===== config.mk =====
export PLATFORM = sky130hd
export DESIGN_NAME = cfg_stream_loader
export DESIGN_NICKNAME = d
export VERILOG_FILES = /design/src/rtl/cfgld_pkg.sv /design/src/rtl/cfgld_datapath.sv /design/src/rtl/cfgld_ctrl.sv /design/src/rtl/cfg_stream_loader.sv
export SDC_FILE = /design/constraint.sdc
export NUM_CORES = 1
export LEC_CHECK = 0
export CAP_MARGIN = 40
export CORE_AREA = 2 2 77 108
export DETAILED_ROUTE_END_ITERATION = 7
export DIE_AREA = 0 0 79 110
export GPL_ROUTABILITY_DRIVEN = 0
export PLACE_DENSITY = 0.78
export SLEW_MARGIN = 20
export SYNTH_ARGS = -nofsm -noshare
export SYNTH_HDL_FRONTEND = slang
export SYNTH_HIERARCHICAL = 1
export SYNTH_SLANG_ARGS = --single-unit

===== constraint.sdc =====
create_clock -name clk -period 13.1 [get_ports clk]
set_input_delay 1.965 -clock clk [delete_from_list [all_inputs] [get_ports clk]]
set_output_delay 1.965 -clock clk [all_outputs]
set_load 0.005 [all_outputs]

===== src/rtl/cfgld_pkg.sv =====
package cfgld_pkg;

  localparam logic [7:0] SYNC_FIRST  = 8'hFF;
  localparam logic [7:0] SYNC_SECOND = 8'h20;
  localparam logic [7:0] PAD_BYTE    = 8'h00;

  typedef enum logic [4:0] {
    S_IDLE, S_RST, S_RLD, S_PRG, S_POLL_INIT, S_GAP_INIT, S_SCAN,
    S_SETTLE, S_FETCH_HI, S_FETCH_LO, S_WRITE, S_CHECK,
    S_POLL_FIN, S_GAP_FIN, S_POST_RST, S_POST_RLD, S_DONE, S_FAIL
  } ldState_t;

  typedef struct packed {
    logic ptrClr;
    logic scanStep;
    logic ptrRewind;
    logic loadHi;
    logic loadLo;
    logic tmrClr;
    logic pollClr;
    logic pollInc;
    logic tryClr;
    logic tryInc;
  } dpCmd_t;

  function automatic int maxOf3(int a, int b, int c);
    int m;
    m = (a > b) ? a : b;
    return (m > c) ? m : c;
  endfunction

endpackage


===== src/rtl/cfgld_datapath.sv =====
module cfgld_datapath
  import cfgld_pkg::*;
#(
  parameter int AW        = 10,
  parameter int TW        = 4,
  parameter int PW        = 6,
  parameter int RW        = 2,
  parameter int POLL_MAX  = 50,
  parameter int MAX_TRIES = 3
) (
  input  logic          clk,
  input  logic          rstN,
  input  dpCmd_t        cmd,
  input  logic [AW:0]   imgLen,
  input  logic [7:0]    imgData,
  output logic [AW-1:0] imgAddr,
  output logic [15:0]   cfgWord,
  output logic          markHit,
  output logic          ptrAtEnd,
  output logic [TW-1:0] tmrCnt,
  output logic [PW-1:0] pollCnt,
  output logic [RW-1:0] tryCnt
);

  logic [AW:0]   ptr;
  logic          lastWasFirst;
  logic [15:0]   wordReg;
  localparam logic [TW-1:0] TMR_TOP = '1;

  assign imgAddr  = ptr[AW-1:0];
  assign ptrAtEnd = (ptr >= imgLen);
  assign markHit  = lastWasFirst && (imgData == SYNC_SECOND) && !ptrAtEnd;
  assign cfgWord  = wordReg;

  // byte pointer and marker tracking
  always_ff @(posedge clk) begin
    if (!rstN) begin
      ptr          <= '0;
      lastWasFirst <= 1'b0;
    end else if (cmd.ptrClr) begin
      ptr          <= '0;
      lastWasFirst <= 1'b0;
    end else if (cmd.ptrRewind) begin
      ptr          <= ptr - 1'b1;
      lastWasFirst <= 1'b0;
    end else if (cmd.scanStep) begin
      ptr          <= ptr + 1'b1;
      lastWasFirst <= (imgData == SYNC_FIRST);
    end else if (cmd.loadHi) begin
      ptr          <= ptr + 1'b1;
    end else if (cmd.loadLo && !ptrAtEnd) begin
      ptr          <= ptr + 1'b1;
    end
  end

  // word packing, earlier byte high
  always_ff @(posedge clk) begin
    if (!rstN) begin
      wordReg <= '0;
    end else if (cmd.loadHi) begin
      wordReg[15:8] <= imgData;
    end else if (cmd.loadLo) begin
      wordReg[7:0] <= ptrAtEnd ? PAD_BYTE : imgData;
    end
  end

  // cycles-in-state timer
  always_ff @(posedge clk) begin
    if (!rstN || cmd.tmrClr) tmrCnt <= '0;
    else if (tmrCnt != TMR_TOP) tmrCnt <= tmrCnt + 1'b1;
  end

  // poll and attempt counters
  always_ff @(posedge clk) begin
    if (!rstN || cmd.pollClr) pollCnt <= '0;
    else if (cmd.pollInc) pollCnt <= pollCnt + 1'b1;
  end

  always_ff @(posedge clk) begin
    if (!rstN || cmd.tryClr) tryCnt <= '0;
    else if (cmd.tryInc) tryCnt <= tryCnt + 1'b1;
  end

  a_r2_poll_bound: assert property (@(posedge clk) disable iff (!rstN)
    pollCnt < PW'(POLL_MAX));

  a_r8_try_bound: assert property (@(posedge clk) disable iff (!rstN)
    tryCnt < RW'(MAX_TRIES));

  a_r4_pad_zero: assert property (@(posedge clk) disable iff (!rstN)
    (cmd.loadLo && ptrAtEnd) |=> (cfgWord[7:0] == PAD_BYTE));

  a_r3_rewind_lands_on_sync: assert property (@(posedge clk) disable iff (!rstN)
    cmd.ptrRewind |=> (imgData == SYNC_FIRST));

endmodule


===== src/rtl/cfgld_ctrl.sv =====
module cfgld_ctrl
  import cfgld_pkg::*;
#(
  parameter int TW         = 4,
  parameter int PW         = 6,
  parameter int RW         = 2,
  parameter int PULSE_CYC  = 4,
  parameter int POLL_GAP   = 8,
  parameter int POLL_MAX   = 50,
  parameter int SETTLE_CYC = 2,
  parameter int MAX_TRIES  = 3
) (
  input  logic          clk,
  input  logic          rstN,
  input  logic          start,
  input  logic          eepromPresent,
  input  logic          statInit,
  input  logic          statTxDone,
  input  logic          markHit,
  input  logic          ptrAtEnd,
  input  logic [TW-1:0] tmrCnt,
  input  logic [PW-1:0] pollCnt,
  input  logic [RW-1:0] tryCnt,
  output dpCmd_t        cmd,
  output logic          busResetPulse,
  output logic          reloadPulse,
  output logic          progPulse,
  output logic          cfgWrite,
  output logic          busy,
  output logic          done,
  output logic          error
);

  localparam logic [TW-1:0] PULSE_LAST  = TW'(PULSE_CYC - 1);
  localparam logic [TW-1:0] GAP_LAST    = TW'(POLL_GAP - 1);
  localparam logic [TW-1:0] SETTLE_LAST = TW'(SETTLE_CYC - 1);
  localparam logic [PW-1:0] POLL_LAST   = PW'(POLL_MAX - 1);
  localparam logic [RW-1:0] TRY_LAST    = RW'(MAX_TRIES - 1);

  ldState_t state, nextState;
  logic     attemptFail;

  always_ff @(posedge clk) begin
    if (!rstN) state <= S_IDLE;
    else       state <= nextState;
  end

  always_comb begin
    nextState   = state;
    cmd         = '0;
    attemptFail = 1'b0;
    unique case (state)
      S_IDLE, S_DONE, S_FAIL: begin
        if (start) begin
          cmd.tryClr = 1'b1;
          nextState  = eepromPresent ? S_RST : S_FAIL;
        end
      end
      S_RST: if (tmrCnt == PULSE_LAST) nextState = S_RLD;
      S_RLD: if (tmrCnt == PULSE_LAST) nextState = S_PRG;
      S_PRG: begin
        if (tmrCnt == PULSE_LAST) begin
          cmd.pollClr = 1'b1;
          nextState   = S_POLL_INIT;
        end
      end
      S_POLL_INIT: begin
        if (statInit) begin
          cmd.ptrClr = 1'b1;
          nextState  = S_SCAN;
        end else if (pollCnt == POLL_LAST) begin
          attemptFail = 1'b1;
        end else begin
          cmd.pollInc = 1'b1;
          nextState   = S_GAP_INIT;
        end
      end
      S_GAP_INIT: if (tmrCnt == GAP_LAST) nextState = S_POLL_INIT;
      S_SCAN: begin
        if (ptrAtEnd) begin
          cmd.pollClr = 1'b1;
          nextState   = S_POLL_FIN;
        end else if (markHit) begin
          cmd.ptrRewind = 1'b1;
          nextState     = S_SETTLE;
        end else begin
          cmd.scanStep = 1'b1;
        end
      end
      S_SETTLE: if (tmrCnt == SETTLE_LAST) nextState = S_FETCH_HI;
      S_FETCH_HI: begin
        cmd.loadHi = 1'b1;
        nextState  = S_FETCH_LO;
      end
      S_FETCH_LO: begin
        cmd.loadLo = 1'b1;
        nextState  = S_WRITE;
      end
      S_WRITE: nextState = S_CHECK;
      S_CHECK: begin
        if (!statInit) begin
          attemptFail = 1'b1;
        end else if (ptrAtEnd) begin
          cmd.pollClr = 1'b1;
          nextState   = S_POLL_FIN;
        end else begin
          nextState = S_SETTLE;
        end
      end
      S_POLL_FIN: begin
        if (statInit && statTxDone) begin
          nextState = S_POST_RST;
        end else if (pollCnt == POLL_LAST) begin
          attemptFail = 1'b1;
        end else begin
          cmd.pollInc = 1'b1;
          nextState   = S_GAP_FIN;
        end
      end
      S_GAP_FIN:  if (tmrCnt == GAP_LAST) nextState = S_POLL_FIN;
      S_POST_RST: if (tmrCnt == PULSE_LAST) nextState = S_POST_RLD;
      S_POST_RLD: if (tmrCnt == PULSE_LAST) nextState = S_DONE;
      default:    nextState = S_IDLE;
    endcase

    if (attemptFail) begin
      if (tryCnt == TRY_LAST) begin
        nextState = S_FAIL;
      end else begin
        cmd.tryInc = 1'b1;
        nextState  = S_RST;
      end
    end

    cmd.tmrClr = (nextState != state);
  end

  assign busResetPulse = (state == S_RST) || (state == S_POST_RST);
  assign reloadPulse   = (state == S_RLD) || (state == S_POST_RLD);
  assign progPulse     = (state == S_PRG);
  assign cfgWrite      = (state == S_WRITE);
  assign done          = (state == S_DONE);
  assign error         = (state == S_FAIL);
  assign busy          = !(state == S_IDLE || state == S_DONE || state == S_FAIL);

  a_r1_single_pulse: assert property (@(posedge clk) disable iff (!rstN)
    $onehot0({busResetPulse, reloadPulse, progPulse, cfgWrite}));

  a_r1_prog_after_reload: assert property (@(posedge clk) disable iff (!rstN)
    $rose(progPulse) |-> $past(reloadPulse));

  a_r5_write_single: assert property (@(posedge clk) disable iff (!rstN)
    cfgWrite |=> !cfgWrite);

  a_r10_refuse: assert property (@(posedge clk) disable iff (!rstN)
    (!busy && start && !eepromPresent) |=> (error && !busy));

  a_r11_flags_exclusive: assert property (@(posedge clk) disable iff (!rstN)
    !(done && error));

  a_r11_done_holds: assert property (@(posedge clk) disable iff (!rstN)
    (done && !start) |=> done);

endmodule


===== src/rtl/cfg_stream_loader.sv =====
module cfg_stream_loader
  import cfgld_pkg::*;
#(
  parameter int AW         = 10,
  parameter int PULSE_CYC  = 4,
  parameter int POLL_GAP   = 8,
  parameter int POLL_MAX   = 50,
  parameter int SETTLE_CYC = 2,
  parameter int MAX_TRIES  = 3
) (
  input  logic          clk,
  input  logic          rstN,
  input  logic          start,
  input  logic          eepromPresent,
  input  logic [AW:0]   imgLen,
  output logic [AW-1:0] imgAddr,
  input  logic [7:0]    imgData,
  input  logic          statInit,
  input  logic          statTxDone,
  output logic          busResetPulse,
  output logic          reloadPulse,
  output logic          progPulse,
  output logic          cfgWrite,
  output logic [15:0]   cfgWord,
  output logic          busy,
  output logic          done,
  output logic          error
);

  localparam int TMAX = maxOf3(PULSE_CYC, POLL_GAP, SETTLE_CYC);
  localparam int TW   = $clog2(TMAX + 1);
  localparam int PW   = $clog2(POLL_MAX + 1);
  localparam int RW   = $clog2(MAX_TRIES + 1);

  dpCmd_t          cmd;
  logic            markHit;
  logic            ptrAtEnd;
  logic [TW-1:0]   tmrCnt;
  logic [PW-1:0]   pollCnt;
  logic [RW-1:0]   tryCnt;

  cfgld_ctrl #(
    .TW(TW), .PW(PW), .RW(RW), .PULSE_CYC(PULSE_CYC), .POLL_GAP(POLL_GAP),
    .POLL_MAX(POLL_MAX), .SETTLE_CYC(SETTLE_CYC), .MAX_TRIES(MAX_TRIES)
  ) i_ctrl (
    .clk(clk), .rstN(rstN), .start(start), .eepromPresent(eepromPresent),
    .statInit(statInit), .statTxDone(statTxDone), .markHit(markHit),
    .ptrAtEnd(ptrAtEnd), .tmrCnt(tmrCnt), .pollCnt(pollCnt), .tryCnt(tryCnt),
    .cmd(cmd), .busResetPulse(busResetPulse), .reloadPulse(reloadPulse),
    .progPulse(progPulse), .cfgWrite(cfgWrite), .busy(busy), .done(done),
    .error(error)
  );

  cfgld_datapath #(
    .AW(AW), .TW(TW), .PW(PW), .RW(RW), .POLL_MAX(POLL_MAX), .MAX_TRIES(MAX_TRIES)
  ) i_datapath (
    .clk(clk), .rstN(rstN), .cmd(cmd), .imgLen(imgLen), .imgData(imgData),
    .imgAddr(imgAddr), .cfgWord(cfgWord), .markHit(markHit), .ptrAtEnd(ptrAtEnd),
    .tmrCnt(tmrCnt), .pollCnt(pollCnt), .tryCnt(tryCnt)
  );

endmodule


[After elaboration in Yosys (flattened, before gate mapping)]
Cells that the tools add are included.
Storage, ports and cells
  flip-flop bits (word level): 45
  input port bits: 25
  output and inout port bits: 33
  logic and storage cells: 113
Operators by class
  add/sub/neg operators: 5
  magnitude comparators: 1
  equal/unequal tests: 26
  multiplexer cells: 51
  bitwise operators: 2
  reduce and logical (&&, ||, !) cells: 20
Operators by type and width (count)
  $mux 5: 19
  $pmux 5 s16: 1
  $mux 11: 4
  $eq 5x4->1 const B: 8
  $eq 5x3->1 const B: 4
  $mux 1: 20
  $add 11x1->11 const B: 1
  $ge 11x11->1: 1
  $sub 11x1->11 const B: 1
  $eq 5x2->1 const B: 2
  $eq 5x5->1 const B: 2
  $eq 8x6->1 const B: 1
  $eq 8x8->1 const B: 1
  $mux 8: 1
  $logic_or 1x1->1: 7
  $add 6x1->6 const B: 1
  $eq 6x6->1 const B: 1
  $pmux 1 s3: 2
  $reduce_or 3->1: 2
  $eq 5x1->1 const B: 1
  $logic_not 5->1: 1
  $ne 5x5->1: 1
  $add 4x1->4 const B: 1
  $eq 4x1->1 const B: 1
  14 further kinds: 21

[Longest topological paths before layout]
  word-level depth: 9
  gate-level depth with buffers: 17
  gate-level depth less buffers: 17

[Cells and area by module]
The synthesis kept the hierarchy.
By module, submodules not included
  cfgld_datapath: instances 1, cells an instance 302, area each 2494.9 um2, seq. area each 800.8 um2
  cfgld_ctrl: instances 1, cells an instance 137, area each 913.4 um2, seq. area each 100.1 um2

[Worst setup path after synthesis]
No wires, ideal clock.
  path type: input to register
  start: in imgLen[6]
  end: reg i_datapath.ptr[10]
  library setup time: 0.070 ns
  data arrival time: 6.190 ns
  data required time: 13.030 ns
  path slack: 6.839 ns
  stages on the path: 15
  path buffers: 0
  path through: inv_1 ha_1 and3_1 a221o_1 a41oi_2 o21ai_1 or3_1 nor3_1 ha_1 nor2b_1 o31ai_1 a211o_1 o211ai_1 or4_1 a21oi_1
RTL lines
  from (decl): RTL line cfg_stream_loader.sv:15  | input logic [AW:0] imgLen,
  to (signal assigned): RTL line cfgld_datapath.sv:44  | ptr <= ptr - 1'b1;
  to (signal assigned): RTL line cfgld_datapath.sv:47  | ptr <= ptr + 1'b1;
  to (signal assigned): RTL line cfgld_datapath.sv:50  | ptr <= ptr + 1'b1;
  to (decl): RTL line cfgld_datapath.sv:25  | logic [AW:0] ptr;

==> results.md <==
Yosys:
- After synthesis, the largest area contributor takes up 26.4% of total cell area.
- The most common cell in the synthesized netlist is dfxtp_1.
- Sorting the synthesized cells by how often they occur yields dfxtp_1, nand2_1, a21oi_1.
- In the post-synthesis netlist, the biggest area contributors are dfxtp_1, ha_1, a21oi_1, mux2i_1, o21ai_0.
- Yosys printed 6 warnings.
- The primary flip-flop cell chosen by synthesis mapping is dfxtp_1.
- The post-synthesis instance area is 0.00341 mm².
- Each instance of the synthesized netlist takes up on average between 7 and 8 µm².
- In this run, distinct cell masters in the synthesized netlist total 64.
- Synthesis produced a netlist with a net count of 487.
- In this run, synthesis inferred 0 flip-flops with an integrated enable.
- The dominant cell type by area after synthesis is dfxtp_1.
- The synthesized instance count is around 440.
- The sequential element share of the synthesized area is 26.4%.
- In the synthesized netlist the async set-or-reset flop fraction comes to 0%.
- The synthesized flop and latch total is 45.

Critical path:
- At the worst endpoint, the arrival time is 6640 ps.
- The endpoint identified for the worst register-to-register timing path is i_datapath/ptr[10]$_SDFFE_PP0P_.
- The worst setup path is of the input port to register kind.
- Measured in cells, the most critical reg-to-reg path has a length of 17.
- In this run the critical register-to-register path is launched from i_datapath/ptr[6]$_SDFFE_PP0P_.
- The maximum fanout encountered on the critical timing path is 13.
- Setup slack on the worst reg-to-reg path comes out at 8470 ps.
- The required time at the endpoint of the critical path is 13330 ps.
- The sort of element at the end of the critical path is a register.
- The kind of launch point of the worst setup path is an input port.

Worst hold path:
- The worst hold path cell count is 2.
- The hold path startpoint is i_datapath/pollCnt[5]$_SDFFE_PP0P_.
- The worst hold path class is register to register.
- The worst hold path terminates at i_datapath/pollCnt[5]$_SDFFE_PP0P_.

Outcome:
- The run finished with clean final reports.

Drt:
- In this run, the number of DRC markers left after iteration 0 of detailed routing was 256.
- The wire length per cell is 15.2 µm.
- The residual antenna-violating net count after detailed routing is 0.
- The detail-routed via count per cell is 5.95.
- Detailed routing inserted a total of roughly 3400 vias.
- For this block, the routed nets add up to 8760 µm of wire.
- The first TritonRoute pass finished after 5 iterations.
- The residual DRC count is 0.

GRT:
- The overflow left after global routing is 0.
- In this run the most used layer during global routing was met2.
- The met2 usage is 36.9%.
- The global-route track usage on met1 is 22.0%.
- The number of global-route vias before repair came to 3198.
- The initial antenna violation count is 0.
- For met3 alone, demand over resource in global routing was 3.91%.
- Across every metal layer, demand over resource in global routing totals 20.0%.
- Entering global routing, the biggest net connects 31 pins.
- The first-pass GRT wire length is 14300 µm.

Cells and area:
- The filler cells instantiated in the layout total 755.
- The sequential cells in the finished layout cover a total of ~900 µm².
- Cells with a size suffix above 1 make up around 4.6% of the layout.
- After routing the design area is 0.00406 mm².
- The post-layout utilization of the core is 52.7%.
- For this run, the post-layout net count is 523.
- The area of combinational cells with multiple inputs is 0.00226 mm².
- The total inserted antenna cells is 0.
- The area growth from synthesis to final layout is 19.1%.

Pwr:
- The leakage power is roughly 1.6 nW.
- The design draws 261 µW.
- In this run the power density over the cells is 64.4 mW/mm².
- Across the VDD grid, the largest voltage drop is ~47 µV.

Timing:
- On the final layout, the worst clock skew is 5.60 ps.
- The number of slew-limit violations in the final report was 0.
- In the finished design, the share of the clock period the worst path needs comes to 48.9%.
- On the final layout, the worst hold slack is roughly 500 ps.
- Adding up every negative setup slack in the final design gives 0 ps.
- Setup violations remaining at the end of the flow were counted as 0.
- The upper clock frequency limit is 0.156 GHz.
- Headroom to the max-slew limit came out at 46.3%.
- The number of hold violations in the final report is 0.
- Setup repair after global routing left no endpoint under its margin.
- The final period demand of the worst path is 6410 ps.
- At the pin with the least slew margin, the transition time is 805 ps.

CTS:
- The number of levels in the clock H-tree is 2.
- Gates resized during post-CTS repair numbered 0.
- The number of sinks handled by clock tree synthesis is 45.
- The count of hold-fix buffers inserted at cts is 0.
- The number of buffers created by CTS is 5.
- The longest clock path from root to sink contains 2 buffers.
- The CTS tree is built.
- The clock tree root buffer cell is clkbuf_8.
- For the worst-skew pair, the clock arrives at the later sink with an insertion delay of approximately 300 ps.
- Clock-pin slew was measured on the worst setup and hold paths at 90 ps.
- In this run the post-CTS setup repair buffer count came out at 0.

Place:
- The detailed placement HPWL is ~6600 µm.
- The placed standard-cell area is 0.00395 mm².
- The port buffer count is 57.

Floorplanning:
- The full die area is 0.00869 mm².
- In this run the horizontal extent of the chip is 79 µm.
- After floorplanning, the core was divided into 38 placement rows.
- The die is approximately 110 µm tall.
- The I/O pin total is between 50 and 60.
- The area of the placeable core is 0.00770 mm².
- The effective utilization at floorplan is 44.2%.

Flow run:
- The total of max-cap violations is 0.
[routing by layer]
| layer | up-vias | wire (µm) |
|---|---|---|
| li1 | 1647 | - |
| met1 | 1598 | 3400 |
| met2 | 146 | 4530 |
| met3 | 38 | 548 |
| met4 | 0 | 281 |
| met5 | - | 0 |
[critical path, stage by stage]
cell and delay [ps]:
clkdlybuf4s50_1 460, inv_1 40, ha_1 290, and3_1 210
a221o_1 310, a41oi_2 230, o21ai_1 120, buf_4 210
or3_1 340, nor3_2 440, buf_4 270, inv_1 60
fa_1 400, nor2b_1 250, o31ai_1 140, a21oi_1 170
o211ai_1 140, or4_1 420, a21oi_1 150
[cells in the final DEF, fill, tap and decap left out, drive strengths merged, types with 8 or more instances in the layout]
cell | netlist | layout
nor2 | 29 | 29
clkdlybuf4s50 | 0 | 57
ha | 22 | 22
o21ai | 27 | 27
nor3 | 19 | 19
inv | 21 | 22
mux2i | 13 | 13
nand2 | 36 | 36
nand3 | 15 | 15
dfxtp | 45 | 45
nand2b | 10 | 10
or3 | 8 | 8
and2 | 11 | 11
a21oi | 31 | 31
nor2b | 17 | 17
[area by class of cell]
class / instances / share of cell area, %
multi-input cells: 341 / 55.6
clock buffers: 5 / 1.69
well taps: 100 / 3.08
repair buffers: 61 / 15.0
flip-flops and latches: 45 / 22.2
inverters: 21 / 1.94
clock inverters: 3 / 0.524
[per-stage QoR]
| stage | setup WS [ps] | cells |
|---|---|---|
| 3_3_place_gp | 6300 | 565 |
| 4_1_cts | 6630 | 574 |
| 2_1_floorplan | 6840 | 439 |
| 5_1_grt | 6430 | 576 |
| 3_5_place_dp | 6300 | 566 |
| 6_report | 6690 | 576 |
[worst max path at each step]
stage,slack [ps],from,cells after the start,to
2_1_floorplan,6840,imgLen[6],15,i_datapath/ptr[10]$_SDFFE_PP0P_
3_3_place_gp,6300,imgLen[6],16,i_datapath/ptr[10]$_SDFFE_PP0P_
3_5_place_dp,6300,imgLen[6],18,i_datapath/ptr[10]$_SDFFE_PP0P_
4_1_cts,6630,imgLen[6],18,i_datapath/ptr[10]$_SDFFE_PP0P_
5_1_grt,6430,imgLen[6],19,i_datapath/ptr[10]$_SDFFE_PP0P_
6_report,6690,imgLen[6],19,i_datapath/ptr[10]$_SDFFE_PP0P_
[flip-flops by register name (all words and copies together) (netlist names)]
register,count
i_ctrl/state,5
i_datapath/cfgWord,16
i_datapath/lastWasFirst,1
i_datapath/pollCnt,6
i_datapath/ptr,11
i_datapath/tmrCnt,4
i_datapath/tryCnt,2
[logic make-up after synthesis]
family	synth area share, %
AO/OA/AOI/OAI	19.8
XOR/XNOR	3.60
adder cells (fa/ha/maj)	8.66
buffers and inverters	7.49
flip-flops	26.4
multiplexers	3.82
AND/OR/NAND/NOR	30.2
[power by group]
group,total [mW],switching [mW],internal [mW]
Combinational,0.0288,0.0132,0.0156
Clock,0.0907,0.0527,0.0380
Sequential,0.142,0.00416,0.138
Total,0.261,0.0700,0.191
(Power assumes the default switching activity.)
